--- config.mk ---
export PLATFORM = sky130hd
export DESIGN_NAME = slot_frame_reassembler
export DESIGN_NICKNAME = d
export VERILOG_FILES = /design/src/rtl/sfr_pkg.sv /design/src/rtl/sfr_addr_filter.sv /design/src/rtl/sfr_lane.sv /design/src/rtl/slot_frame_reassembler.sv
export SDC_FILE = /design/constraint.sdc
export NUM_CORES = 1
export LEC_CHECK = 0
export ABC_AREA = 1
export BUFFER_PORTS_ARGS = -buffer_cell sky130_fd_sc_hd__buf_4
export CORE_MARGIN = 3
export CORE_UTILIZATION = 46
export DETAILED_ROUTE_END_ITERATION = 6
export PLACE_DENSITY = 0.75
export REMOVE_ABC_BUFFERS = 1
export SLEW_MARGIN = 15
export SYNTH_ARGS = -nofsm -noshare
export SYNTH_HDL_FRONTEND = slang
export SYNTH_SLANG_ARGS = --single-unit
--- constraint.sdc ---
create_clock -name clk -period 1.8 [get_ports clk]
set_input_delay 0.18 -clock clk [delete_from_list [all_inputs] [get_ports clk]]
set_output_delay 0.18 -clock clk [all_outputs]
set_load 0.005 [all_outputs]
--- src/rtl/sfr_pkg.sv ---
package sfr_pkg;
  localparam int unsigned CHAR_W = 8;
  localparam logic [CHAR_W-1:0] BCAST_ADDR = 8'hFF;

  typedef enum logic [1:0] {
    LN_WAIT = 2'd0,
    LN_DEST = 2'd1,
    LN_BODY = 2'd2
  } lane_phase_e;
endpackage

--- src/rtl/sfr_addr_filter.sv ---
module sfr_addr_filter
  import sfr_pkg::*;
(
  input  logic [CHAR_W-1:0] dest,
  input  logic [CHAR_W-1:0] self_addr,
  output logic              hit
);
  always_comb begin
    hit = (dest == self_addr) || (dest == BCAST_ADDR);
  end
endmodule

--- src/rtl/sfr_lane.sv ---
module sfr_lane
  import sfr_pkg::*;
#(
  parameter int unsigned PAY_BYTES = 2
) (
  input  logic              clk,
  input  logic              rst_n,
  input  logic              bit_en,
  input  logic              bit_in,
  input  logic [CHAR_W-1:0] self_addr,
  input  logic              rd_ack,
  output logic [CHAR_W-1:0] data_o,
  output logic              valid_o,
  output logic              ovf_o
);
  localparam int unsigned PB_W = (PAY_BYTES > 1) ? $clog2(PAY_BYTES) : 1;
  localparam logic [PB_W-1:0] LAST_BYTE = PB_W'(PAY_BYTES - 1);
  localparam int unsigned BC_W = $clog2(CHAR_W);
  localparam logic [BC_W-1:0] LAST_BIT = BC_W'(CHAR_W - 1);

  lane_phase_e       ph_q, ph_n;
  logic [BC_W-1:0]   bc_q, bc_n;
  logic [PB_W-1:0]   by_q, by_n;
  logic [CHAR_W-1:0] sh_q, sh_n;
  logic              acc_q, acc_n;
  logic [CHAR_W-1:0] dat_q, dat_n;
  logic              vld_q, vld_n;
  logic              ovf_q, ovf_n;
  logic [CHAR_W-1:0] char_val;
  logic              addr_hit;

  assign char_val = {bit_in, sh_q[CHAR_W-1:1]};

  sfr_addr_filter u_filter (
    .dest      (char_val),
    .self_addr (self_addr),
    .hit       (addr_hit)
  );

  always_comb begin
    ph_n  = ph_q;
    bc_n  = bc_q;
    by_n  = by_q;
    sh_n  = sh_q;
    acc_n = acc_q;
    dat_n = dat_q;
    vld_n = vld_q & ~rd_ack;
    ovf_n = ovf_q & ~rd_ack;
    if (bit_en) begin
      if (ph_q == LN_WAIT) begin
        if (!bit_in) begin
          ph_n = LN_DEST;
          bc_n = '0;
        end
      end else begin
        sh_n = char_val;
        bc_n = bc_q + 1'b1;
        if (bc_q == LAST_BIT) begin
          if (ph_q == LN_DEST) begin
            acc_n = addr_hit;
            ph_n  = LN_BODY;
            by_n  = '0;
          end else begin
            if (acc_q) begin
              if (vld_n) begin
                ovf_n = 1'b1;
              end else begin
                dat_n = char_val;
                vld_n = 1'b1;
              end
            end
            if (by_q == LAST_BYTE) begin
              ph_n = LN_WAIT;
            end else begin
              by_n = by_q + 1'b1;
            end
          end
        end
      end
    end
  end

  always_ff @(posedge clk or negedge rst_n) begin
    if (!rst_n) begin
      ph_q  <= LN_WAIT;
      bc_q  <= '0;
      by_q  <= '0;
      sh_q  <= '0;
      acc_q <= 1'b0;
      dat_q <= '0;
      vld_q <= 1'b0;
      ovf_q <= 1'b0;
    end else begin
      ph_q  <= ph_n;
      bc_q  <= bc_n;
      by_q  <= by_n;
      sh_q  <= sh_n;
      acc_q <= acc_n;
      dat_q <= dat_n;
      vld_q <= vld_n;
      ovf_q <= ovf_n;
    end
  end

  assign data_o  = dat_q;
  assign valid_o = vld_q;
  assign ovf_o   = ovf_q;

  // a 1 bit while waiting keeps the lane waiting with a clear counter
  assert_idle_hold_R2: assert property (@(posedge clk) disable iff (!rst_n)
    (ph_q == LN_WAIT && bit_en && bit_in) |=> (ph_q == LN_WAIT && bc_q == '0));

  // a full buffer keeps its byte and flags the loss
  assert_ovf_keeps_data_R8: assert property (@(posedge clk) disable iff (!rst_n)
    (bit_en && ph_q == LN_BODY && bc_q == LAST_BIT && acc_q && vld_q && !rd_ack)
      |=> (ovf_q && vld_q && $stable(dat_q)));

  // payload of a rejected frame never reaches the buffer
  assert_reject_no_write_R6: assert property (@(posedge clk) disable iff (!rst_n)
    (bit_en && ph_q == LN_BODY && !acc_q) |=> $stable(dat_q));

  // an acknowledge without a completing character empties the buffer
  assert_ack_clears_R7: assert property (@(posedge clk) disable iff (!rst_n)
    (rd_ack && !(bit_en && ph_q == LN_BODY && bc_q == LAST_BIT)) |=> (!vld_q && !ovf_q));
endmodule

--- src/rtl/slot_frame_reassembler.sv ---
module slot_frame_reassembler
  import sfr_pkg::*;
#(
  parameter int unsigned N_SLOTS   = 4,
  parameter int unsigned OWN_SLOT  = 0,
  parameter int unsigned PAY_BYTES = 2,
  localparam int unsigned SLOT_W   = (N_SLOTS > 1) ? $clog2(N_SLOTS) : 1
) (
  input  logic                       clk,
  input  logic                       rst_n,
  input  logic                       rx_en,
  input  logic [SLOT_W-1:0]          slot_idx,
  input  logic                       rx_bit,
  input  logic [CHAR_W-1:0]          node_addr,
  input  logic [N_SLOTS-1:0]         rd_ack,
  output logic [N_SLOTS*CHAR_W-1:0]  rx_data,
  output logic [N_SLOTS-1:0]         rx_valid,
  output logic [N_SLOTS-1:0]         rx_ovf
);
  for (genvar g = 0; g < N_SLOTS; g++) begin : g_slot
    if (g == OWN_SLOT) begin : g_own
      logic unused_ack;
      assign unused_ack = rd_ack[g];
      assign rx_data[g*CHAR_W +: CHAR_W] = '0;
      assign rx_valid[g] = 1'b0;
      assign rx_ovf[g]   = 1'b0;
    end else begin : g_remote
      logic lane_en;
      assign lane_en = rx_en && (slot_idx == SLOT_W'(g));
      sfr_lane #(.PAY_BYTES(PAY_BYTES)) u_lane (
        .clk       (clk),
        .rst_n     (rst_n),
        .bit_en    (lane_en),
        .bit_in    (rx_bit),
        .self_addr (node_addr),
        .rd_ack    (rd_ack[g]),
        .data_o    (rx_data[g*CHAR_W +: CHAR_W]),
        .valid_o   (rx_valid[g]),
        .ovf_o     (rx_ovf[g])
      );
    end
  end

  // own-slot strobes leave every output as it was
  assert_own_slot_quiet_R9: assert property (@(posedge clk) disable iff (!rst_n)
    (rx_en && slot_idx == SLOT_W'(OWN_SLOT) && rd_ack == '0)
      |=> ($stable(rx_valid) && $stable(rx_ovf) && $stable(rx_data)));

  // one strobe feeds one lane, so at most one slot gains a byte per cycle
  assert_single_delivery_R3: assert property (@(posedge clk) disable iff (!rst_n)
    $countones(rx_valid & ~$past(rx_valid)) <= 1);
endmodule

## After elaboration in Yosys (flattened, before gate mapping)

Index checks and enable logic that the tools add are counted.

| word-level totals | value |
|---|---|
| memories kept | 0 |
| logic and storage cells | 155 |
| bits in latches | 0 |
| input port bits | 18 |
| output and inout port bits | 40 |
| RAM bits | 0 |
| register bits after elaboration | 75 |
| bits in read-only memories | 0 |

| cells by class | value |
|---|---|
| equality and inequality tests | 18 |
| div/mod/pow operators | 0 |
| reduce and logical (&&, ||, !) cells | 33 |
| multiply operators | 0 |
| $add $sub $neg | 6 |
| shift operators | 0 |
| bitwise gates (word level) | 18 |
| muxes and demuxes | 56 |
| magnitude comparators | 0 |

Operator list:

| cell | number |
|---|---|
| $mux 1 | 39 |
| $mux 2 | 13 |
| $eq 8x8->1 | 3 |
| $eq 8x8->1 const B | 3 |
| $reduce_and 4->1 | 6 |
| $reduce_and 6->1 | 3 |
| $mux 3 | 4 |
| $not 1->1 | 12 |
| $reduce_and 2->1 | 6 |
| $add 3x1->3 const B | 3 |
| $eq 3x3->1 const B | 3 |
| $reduce_and 3->1 | 3 |
| $reduce_bool 3->1 | 3 |
| $eq 2x1->1 const B | 4 |
| $and 1x1->1 | 6 |
| $logic_not 2->1 | 3 |
| $ne 2x2->1 const B | 3 |
| $reduce_bool 2->1 | 3 |
| $eq 2x2->1 const B | 2 |
| $add 1x1->1 const B | 3 |
| $logic_and 1x1->1 | 3 |
| $logic_or 1x1->1 | 3 |

## Logic depth before layout (Yosys ltp)

Gate-level depths: netlist of the first run.

| logic depth | value |
|---|---|
| depth in word-level cells | 8 |
| mapped depth | 8 |
| depth with buffers taken out | 7 |

## Hierarchy

From an unflattened synthesis of the first run, not the netlist that was laid out.

| second synthesis, totals | value |
|---|---|
| cell total of the unflattened synthesis | 446 |
| area total of the unflattened synthesis | 3,667.3 µm² |

Modules (own cells, without submodules):

| module | cells an instance | area an instance (µm²) | instances | seq. area each (µm²) |
|---|---|---|---|---|
| sfr_lane | 112 | 1,039.7 | 3 | 600.6 |
| sfr_addr_filter | 31 | 148.9 | 3 | 0.0 |
| slot_frame_reassembler | 17 | 101.3 | 1 | 0.0 |

## Least setup slack after synthesis of the first run

OpenSTA, ideal clock, no wires.

| timing | value |
|---|---|
| path type | register -> register |
| from | register g_slot[3].g_remote.u_lane.bc_q[0] |
| to | register g_slot[3].g_remote.u_lane.dat_q[6] |
| stages on the path, launching flop included | 9 |
| clock period less this slack | 1.480 ns |
| data arrival time | 1.362 ns |
| data required time | 1.682 ns |
| path buffers | 1 |
| setup time | 0.118 ns |
| path slack | 0.320 ns |
| cells stage by stage | dfrtp_1 -> ha_1 -> ha_1 -> nand2_1 -> nor3_2 -> nand2_2 -> buf_6 -> nand2_1 -> o21ai_2 |

| between the ends | value |
|---|---|
| word-level cells in the longest chain between the ends | 2 |

RTL lines:

| item | RTL line | RTL |
|---|---|---|
| from (decl) | sfr_lane.sv:22 | `logic [BC_W-1:0] bc_q, bc_n;` |
| from (signal assigned) | sfr_lane.sv:95 | `bc_q <= bc_n;` |
| $eq 3x3->1 | sfr_lane.sv:58 | `if (bc_q == LAST_BIT) begin` |
| $reduce_and 6->1 (no source line) | n/a |  |
| to (signal assigned) | sfr_lane.sv:99 | `dat_q <= dat_n;` |
| to (decl) | sfr_lane.sv:26 | `logic [CHAR_W-1:0] dat_q, dat_n;` |

No other way between the ends.
A chain may end at the register's enable or synchronous reset.

## Final worst setup path of the first run

Same ends and word-level chain as after synthesis.

==> flow_summary.yaml, run 1 <==
timing:
  drv_slew: 0
  max_freq_mhz: 622
  hold_viol: 0
  hold_ws_ns: 0.0909
  worst_slack_ns: 0.193
  period_needed_ns: 1.61
  rsz0062_at_grt: "no"
  clock_skew_ns: 0.00965
  tns_ns: 0
  finalSetupViolations: 0
  min_period_over_period: 0.893
synthesis:
  synthTopCellsByCount: "nand2_1 (134), dfrtp_1 (72), inv_1 (44)"
  synth.most_common_cell: "nand2_1"
  synth_edf_count: 0
  synth-async-reset-ratio: 1.00
  synth-main-ff-cell: "dfrtp_1"
  synthTopCellsByArea: "dfrtp_1 (51%), nand2_1 (14%), o21ai_0 (4.8%), inv_1 (4.6%), o21ai_2 (3.7%)"
  synth_top_area_frac: 0.505
  synth_area_leader_cell: "dfrtp_1"
  yosys_warnings: 0
  syn_inst: 416
  syn-cell-area_sq_mm: 0.00357
  seq_area_frac_synth: 0.505
  synth_cell_types: 28
  ys_ff_latch: 72
  synth_area_per_cell_sq_um: 8.57
global_routing:
  grt_pass1_wl_mm: 12.6
  antenna_found_initial: 0
  grt_usage: 0.183
  overflow: 0
  grt_pass1_vias: 2796
  grt_max_degree: 38
pwr:
  power.share.sequential: 0.520
  p_total_mw: 4.50
  power.internal_mw: 2.94
  p_clk_frac: 0.244
  power_leakage_nw: 2.17
  p_sw_frac: 0.347
  power_frac_comb: 0.236
  switching_power_mw: 1.56
  p_per_area_mw_per_mm2: 1090
  ir_worst_vdd_v: 0.000519
floorplanning:
  rows: 31
  initial_core_util: 0.484
  die_area_sq_mm: 0.00884
  coreArea_sq_mm: 0.00737
  die_w_um: 94.0
  ios: 58
  die_y_um: 94.0
cts:
  cts_inserted_buffers: 9
  cts-htree-levels: 3
  cts-root-buf: "clkbuf_8"
  clk_pin_slew_worst_paths_ns: 0.07
  clk_latency_ns: 0.35
  post_cts_buffers: 0
  cts_tree: "yes"
  clk_path_buf_depth: 2
  clock_sinks: 72
min_path:
  min_path_type: "in2reg"
layout:
  nets: 486
  fin_area_sq_mm: 0.00411
  fillers: 689
  area_delta_synth_final_pct: 15.3
  regArea_sq_mm: 0.00180
  final_cells: 563
  n_antenna_cell: 0
  finish.utilization: 0.558
  layout-drive-gt1-share: 0.190
  multi_input_area_sq_mm: 0.00148
routing:
  drtAntennaViolNets: 0
  via_per_inst: 4.95
  drt_iter0_markers: 128
  post-route-drc-count: 0
  totalWireLength_mm: 7.12
  firstDrtPassIters: 4
  wl_per_cell_um: 12.6
  vias: 2789
critical_path:
  cp_slowest_cell: "dfrtp_1"
  critPathArrivalTime_ns: 1.84
  reg2reg_slack_ns: 0.19
  end_kind: "flip-flop"
  path_cells: "ha_1 -> ha_1 -> nand2_1 -> nor3_4 -> nand2_4 -> nand2_1 -> o21ai_2"
  startpoint_type: "flip-flop"
  cp_max_fo: 16
  required_ns: 2.03
  cp_slowest_stage_delay_ns: 0.38
  critPathKind: "reg2reg"
  path_buf_inv: 0
  critical-path-top-delay-family: "simple AND/OR/NAND/NOR gates"
placed_design:
  dp_cells: 549
  port_buffers: 46
  place_area_sq_mm: 0.00393
  hpwl_mm: 5.38
  pre_cts_slack_ns: 0.0698
  place_congestion: 0.801
outcome:
  status: "finished clean"
flow_run:
  drv.max_cap_violation_count: 0
## layer usage
metal / GRT usage / part of all wire / vias up
li1: - / - / 1392
met4: 0.0734 / 0.017 / 0
met2: 0.301 / 0.47 / 58
met3: 0.0473 / 0.055 / 12
met1: 0.230 / 0.45 / 1327
met5: 0 / 0 / -
## state kept, by name (all words and copies together), names as in the netlist
signal                          flops
g_slot.g_remote.u_lane.bc_q         9
g_slot.g_remote.u_lane.ovf_o        3
g_slot.g_remote.u_lane.ph_q         6
g_slot.g_remote.u_lane.acc_q        3
g_slot.g_remote.u_lane.valid_o      3
g_slot.g_remote.u_lane.by_q         3
g_slot.g_remote.u_lane.data_o      24
g_slot.g_remote.u_lane.sh_q        21
## tightest hold or removal path, delay by kind of cell
| family | cells | cell delay [ns] |
|---|---|---|
| buffers and inverters | 2 | 0.12 |
| AO/OA/AOI/OAI | 1 | 0.06 |
| AND/OR/NAND/NOR | 1 | 0.04 |
## final cells by class
type                            instances  area share
Sequential cell                        72       0.438
Multi-Input combinational cell        285       0.359
Timing Repair Buffer                   49      0.0931
Inverter                               45      0.0411
Clock buffer                           12      0.0377
Tap cell                               99      0.0301
Clock inverter                          1     0.00122
## kinds of logic after synthesis
logic type / synth area share
compound gates: 0.123
flops: 0.505
fa+ha+maj: 0.0211
simple gates: 0.233
other cells: 0.00105
buf+inv: 0.0951
xor+xnor: 0.0221
## cells in the final DEF (no fill, tap or decap), types with 6 or more instances in the layout
| master | instances |
|---|---|
| o21ai_0 | 34 |
| buf_4 | 47 |
| nand2_1 | 134 |
| a22o_1 | 6 |
| nand3_1 | 12 |
| clkbuf_8 | 11 |
| nor2_1 | 23 |
| ha_1 | 6 |
| xnor2_1 | 9 |
| o21ai_2 | 15 |
| dfrtp_1 | 72 |
| a21oi_1 | 7 |
| conb_1 | 10 |
| inv_1 | 44 |
| nand4_1 | 6 |
## worst paths after layout
| path | from | endpoint | depth (start not counted) |
|---|---|---|---|
| setup / recovery | g_slot[3].g_remote.u_lane.bc_q[0]$_DFFE_PN0P_ | g_slot[3].g_remote.u_lane.data_o[6]$_DFFE_PN0P_ | 7 |
| hold / removal | rd_ack[2] | g_slot[2].g_remote.u_lane.ovf_o$_DFF_PN0_ | 4 |
| setup reg to reg | g_slot[3].g_remote.u_lane.bc_q[0]$_DFFE_PN0P_ | g_slot[3].g_remote.u_lane.data_o[6]$_DFFE_PN0P_ | 7 |
| hold reg to reg | g_slot[2].g_remote.u_lane.ph_q[0]$_DFFE_PN0P_ | g_slot[2].g_remote.u_lane.ph_q[0]$_DFFE_PN0P_ | 2 |
| max in group asynchronous | rst_n | g_slot[1].g_remote.u_lane.acc_q$_DFFE_PN0P_ | 3 |
| min in group asynchronous | rst_n | g_slot[2].g_remote.u_lane.data_o[3]$_DFFE_PN0P_ | 2 |
## power by group through the flow
stage	registers, mW	logic, mW	clock network (mW)
floorplan	2.26	0.794	0
global placement	2.34	1.01	0
detailed placement	2.36	1.07	0
CTS	2.34	1.08	1.13
global route	2.40	1.25	1.20
finish	2.34	1.06	1.10
## repair_timing
| action | 4_1_cts | 5_1_grt |
|---|---|---|
| endpoints found under the setup margin | 0 | 9 |
| endpoints found under the hold margin | 36 | 0 |
| gates resized for setup | 0 | 3 |
| hold buffers | 1 | 0 |
(Power assumes the default switching activity.)
==> run 2, diff against run 1 <==
--- a/config.mk
+++ b/config.mk
@@ -10,6 +10,7 @@
 export CORE_MARGIN = 3
 export CORE_UTILIZATION = 46
 export DETAILED_ROUTE_END_ITERATION = 6
+export MAX_ROUTING_LAYER = met4
 export PLACE_DENSITY = 0.75
 export REMOVE_ABC_BUFFERS = 1
 export SLEW_MARGIN = 15
==> flow_summary.yaml, run 2 (synthesized netlist as in run 1, its figures left out) <==
pwr:
  p_total_mw: 4.50
  power_frac_comb: 0.236
  p_per_area_mw_per_mm2: 1090
  power.internal_mw: 2.94
  power_leakage_nw: 2.17
  ir_worst_vdd_v: 0.000519
  p_sw_frac: 0.348
  p_clk_frac: 0.245
  switching_power_mw: 1.57
  power.share.sequential: 0.519
layout:
  fillers: 689
  mostFrequentLayoutCells: "nand2_1 (134), dfrtp_1 (72), buf_4 (47), inv_1 (44), o21ai_0 (34)"
  area_delta_synth_final_pct: 15.3
  layout_commonest_cell: "nand2_1"
  largest_register_ffs: 24
  finish.utilization: 0.558
  layout-drive-gt1-share: 0.190
  multi_input_area_sq_mm: 0.00148
  n_antenna_cell: 0
  regArea_sq_mm: 0.00180
  nets: 486
critical_path:
  required_ns: 2.04
  startpoint_type: "flip-flop"
  cp_max_fo: 16
  critPathKind: "reg2reg"
  critPathArrivalTime_ns: 1.85
  end_kind: "flip-flop"
timing:
  rsz0062_at_grt: "no"
  tns_ns: 0
  min_period_over_period: 0.893
  max_freq_mhz: 622
  period_needed_ns: 1.61
  hold_viol: 0
  finalSetupViolations: 0
  drv_slew: 0
  clock_skew_ns: 0.0104
  hold_ws_ns: 0.0850
placed_design:
  place_congestion: 0.812
  hpwl_mm: 5.38
  port_buffers: 46
global_routing:
  grt_pass1_wl_mm: 12.6
  antenna_found_initial: 0
  grt_max_degree: 38
  grt_pass1_vias: 2793
  overflow: 0
  grt_usage: 0.189
min_path:
  min_path_type: "in2reg"
routing:
  drt_iter0_markers: 128
  post-route-drc-count: 0
  wl_per_cell_um: 12.7
  firstDrtPassIters: 4
  drtAntennaViolNets: 0
  via_per_inst: 4.97
  totalWireLength_mm: 7.15
  vias: 2799
cts:
  cts_inserted_buffers: 9
  cts-root-buf: "clkbuf_8"
  clk_latency_ns: 0.35
  clock_sinks: 72
  cts_tree: "yes"
  clk_pin_slew_worst_paths_ns: 0.07
  post_cts_buffers: 0
  cts-htree-levels: 3
  clk_path_buf_depth: 2
floorplanning:
  die_w_um: 94.0
  die_area_sq_mm: 0.00884
  ios: 58
  die_y_um: 94.0
  coreArea_sq_mm: 0.00737
  rows: 31
  initial_core_util: 0.484
outcome:
  status: "finished clean"
flow_run:
  drv.max_cap_violation_count: 0
==> run 2: critical path: stages, from the launching register on <==
cell and delay, ns:
dfrtp_1 0.38, ha_1 0.16, ha_1 0.22, nand2_1 0.14, nor3_4 0.24, nand2_4 0.18
nand2_1 0.11, o21ai_2 0.06
==> run 2: stage by stage <==
stage	instance area (sq um)	setup WS (ns)	cells
detailed placement	3930	0.0698	549
global placement	3930	0.173	549
CTS	4100	0.0629	563
floorplan	3430	0.253	402
finish	4110	0.193	563
global route	4110	0.0108	563
==> run 2: power by group through the flow <==
| stage | Clock [mW] | Combinational (mW) | Sequential [mW] |
|---|---|---|---|
| 6_report | 1.10 | 1.06 | 2.34 |
| 5_1_grt | 1.20 | 1.25 | 2.40 |
| 4_1_cts | 1.13 | 1.08 | 2.34 |
| 3_5_place_dp | 0 | 1.07 | 2.36 |
| 3_3_place_gp | 0 | 1.01 | 2.34 |
| 2_1_floorplan | 0 | 0.794 | 2.26 |
==> run 2: worst paths after layout <==
| check | end | cells after the start | slack (ns) | start |
|---|---|---|---|---|
| min | g_slot[2].g_remote.u_lane.ovf_o$_DFF_PN0_ | 4 | 0.08 | rd_ack[2] |
| max in group asynchronous | g_slot[1].g_remote.u_lane.acc_q$_DFFE_PN0P_ | 3 | 0.91 | rst_n |
| max | g_slot[3].g_remote.u_lane.data_o[6]$_DFFE_PN0P_ | 7 | 0.19 | g_slot[3].g_remote.u_lane.bc_q[0]$_DFFE_PN0P_ |
| min reg2reg | g_slot[2].g_remote.u_lane.ph_q[0]$_DFFE_PN0P_ | 2 | 0.48 | g_slot[2].g_remote.u_lane.ph_q[0]$_DFFE_PN0P_ |
| max reg2reg | g_slot[3].g_remote.u_lane.data_o[6]$_DFFE_PN0P_ | 7 | 0.19 | g_slot[3].g_remote.u_lane.bc_q[0]$_DFFE_PN0P_ |
| min in group asynchronous | g_slot[2].g_remote.u_lane.data_o[3]$_DFFE_PN0P_ | 2 | 0.33 | rst_n |
==> run 2: final cells by class <==
cell class / instances / share of cell area
tap: 99 / 0.0301
timing repair buffer: 49 / 0.0931
inverter: 45 / 0.0411
clock inverter: 1 / 0.00122
multi-input combinational: 285 / 0.359
clock buffer: 12 / 0.0377
sequential: 72 / 0.438
==> run 2: timing repair <==
item | CTS | global route
endpoints found under the setup margin | 0 | 9
hold endpoints to repair | 36 | 0
resized for setup | 0 | 3
hold buffers | 1 | 0
==> run 2: metal layers <==
| metal | vias to the layer above | track usage | wire, um |
|---|---|---|---|
| met5 | - | - | 0 |
| met4 | 0 | 0.0842 | 123 |
| met3 | 13 | 0.0401 | 386 |
| met2 | 62 | 0.301 | 3410 |
| met1 | 1331 | 0.231 | 3230 |
| li1 | 1393 | - | - |
==> run 3, diff against run 2 <==
--- a/config.mk
+++ b/config.mk
@@ -7,11 +7,13 @@
 export LEC_CHECK = 0
 export ABC_AREA = 1
 export BUFFER_PORTS_ARGS = -buffer_cell sky130_fd_sc_hd__buf_4
+export CORE_ASPECT_RATIO = 0.5
 export CORE_MARGIN = 3
 export CORE_UTILIZATION = 46
 export DETAILED_ROUTE_END_ITERATION = 6
 export MAX_ROUTING_LAYER = met4
 export PLACE_DENSITY = 0.75
+export RECOVER_POWER = 50
 export REMOVE_ABC_BUFFERS = 1
 export SLEW_MARGIN = 15
 export SYNTH_ARGS = -nofsm -noshare
==> flow_summary.yaml, run 3 (synthesized netlist as in run 1, its figures left out) <==
cts:
  cts_inserted_buffers: 9
  clk_latency_ns: 0.33
  clk_pin_slew_worst_paths_ns: 0.05
  cts-htree-levels: 3
  clock_sinks: 72
  cts_tree: "yes"
  clk_path_buf_depth: 2
  cts-root-buf: "clkbuf_16"
routing:
  met2_length_mm: 3.22
  post-route-drc-count: 0
  drtAntennaViolNets: 0
  drt-met1-wl_mm: 3.57
  totalWireLength_mm: 7.33
  vias: 2776
  dr_wl_met3_um: 397
  wl_per_cell_um: 13.1
  highest_layer: "met4"
  via_per_inst: 4.96
  firstDrtPassIters: 4
  drt_iter0_markers: 140
layout:
  nets: 487
  layout_commonest_cell: "nand2_1"
  largest_register_ffs: 24
  mostFrequentLayoutCells: "nand2_1 (134), dfrtp_1 (72), inv_1 (44), o21ai_0 (34), buf_4 (30)"
  layout-drive-gt1-share: 0.194
  final_cells: 560
  area_delta_synth_final_pct: 19.0
  n_antenna_cell: 0
min_path:
  hold_start: "rd_ack[2]"
  min_path_type: "in2reg"
  hold_depth: 4
timing:
  period_needed_ns: 1.65
  rsz0062_at_grt: "no"
  min_period_over_period: 0.915
  drv_slew: 0
  clock_skew_ns: 0.00425
  maxSlewHeadroom: 0.518
  tns_ns: 0
  worst_slack_ns: 0.152
  max_freq_mhz: 607
  finalSetupViolations: 0
  worstMarginPinSlew_ns: 0.722
  hold_viol: 0
floorplanning:
  die_w_um: 131
  initial_core_util: 0.503
  coreArea_sq_mm: 0.00709
  die_y_um: 68.3
  die_area_sq_mm: 0.00891
  rows: 21
  ios: 58
critical_path:
  end_kind: "flip-flop"
  startpoint_type: "flip-flop"
  r2r_cells: 7
  required_ns: 2.01
  critPathKind: "reg2reg"
  critPathArrivalTime_ns: 1.86
  rr_startpoint: "g_slot[3].g_remote.u_lane.bc_q[0]$_DFFE_PN0P_"
  cp_max_fo: 16
  reg2reg_slack_ns: 0.15
  crit_start: "g_slot[3].g_remote.u_lane.bc_q[0]$_DFFE_PN0P_"
placed_design:
  port_buffers: 46
  place_congestion: 0.852
  hpwl_mm: 5.36
  dp_cells: 543
  pre_cts_slack_ns: 0.0886
global_routing:
  overflow: 0
  antenna_found_initial: 0
  grt_usage: 0.193
  grt_pass1_wl_mm: 12.7
  grt_max_degree: 33
  grt_pass1_vias: 2661
pwr:
  p_per_area_mw_per_mm2: 1220
  ir_worst_vdd_v: 0.000544
  power_leakage_nw: 2.23
  p_total_mw: 5.18
flow_run:
  drv.max_cap_violation_count: 0
outcome:
  status: "finished clean"
==> run 3: timing repair <==
item | CTS | global route
resized for setup | 0 | 3
endpoints found under the setup margin | 0 | 9
hold buffers | 1 | 0
endpoints found under the hold margin | 23 | 0
buffers inserted | 0 | 0
==> run 3: per-stage QoR <==
step | util | hold slack, ns | cell area [sq um]
2_1_floorplan | - | -0.116 | 3430
3_3_place_gp | 0.555 | 0.104 | 3940
3_5_place_dp | 0.555 | 0.105 | 3940
4_1_cts | 0.599 | 0.108 | 4250
5_1_grt | 0.598 | 0.126 | 4240
6_report | 0.598 | 0.117 | 4240
==> run 3: layout make-up <==
cell class | count | area [sq um]
Clock buffer | 13 | 260
Clock inverter | 3 | 40.0
Multi-Input combinational cell | 285 | 1480
Sequential cell | 72 | 1800
Tap cell | 92 | 115
Timing Repair Buffer | 50 | 383
Fill cell | 635 | 2850
Inverter | 45 | 169
==> run 3: worst paths after layout <==
check	to
max	g_slot[3].g_remote.u_lane.data_o[2]$_DFFE_PN0P_
min	g_slot[2].g_remote.u_lane.valid_o$_DFF_PN0_
max reg2reg	g_slot[3].g_remote.u_lane.data_o[2]$_DFFE_PN0P_
min reg2reg	g_slot[2].g_remote.u_lane.bc_q[1]$_DFFE_PN0P_
max in group asynchronous	g_slot[2].g_remote.u_lane.data_o[1]$_DFFE_PN0P_
min in group asynchronous	g_slot[1].g_remote.u_lane.sh_q[4]$_DFFE_PN0P_
==> run 3: power breakdown <==
part | internal (mW) | switching, mW | leakage (nW)
sequential | 1.97 | 0.369 | 0.956
combinational | 0.422 | 0.654 | 1.12
clock | 1.14 | 0.623 | 0.150
==> run 3: routing by layer <==
metal,global-route usage,up-vias
met2,0.274,78
met4,0.0769,0
met5,-,-
met3,0.0553,14
met1,0.260,1284
li1,-,1400
==> run 3: critical path, stage by stage (launching register included) <==
cell     delay (ns)
dfrtp_1        0.37
ha_1           0.17
ha_1           0.22
nand2_1        0.13
nor3_4         0.23
nand2_4        0.19
nand2_1        0.14
o21ai_2        0.07
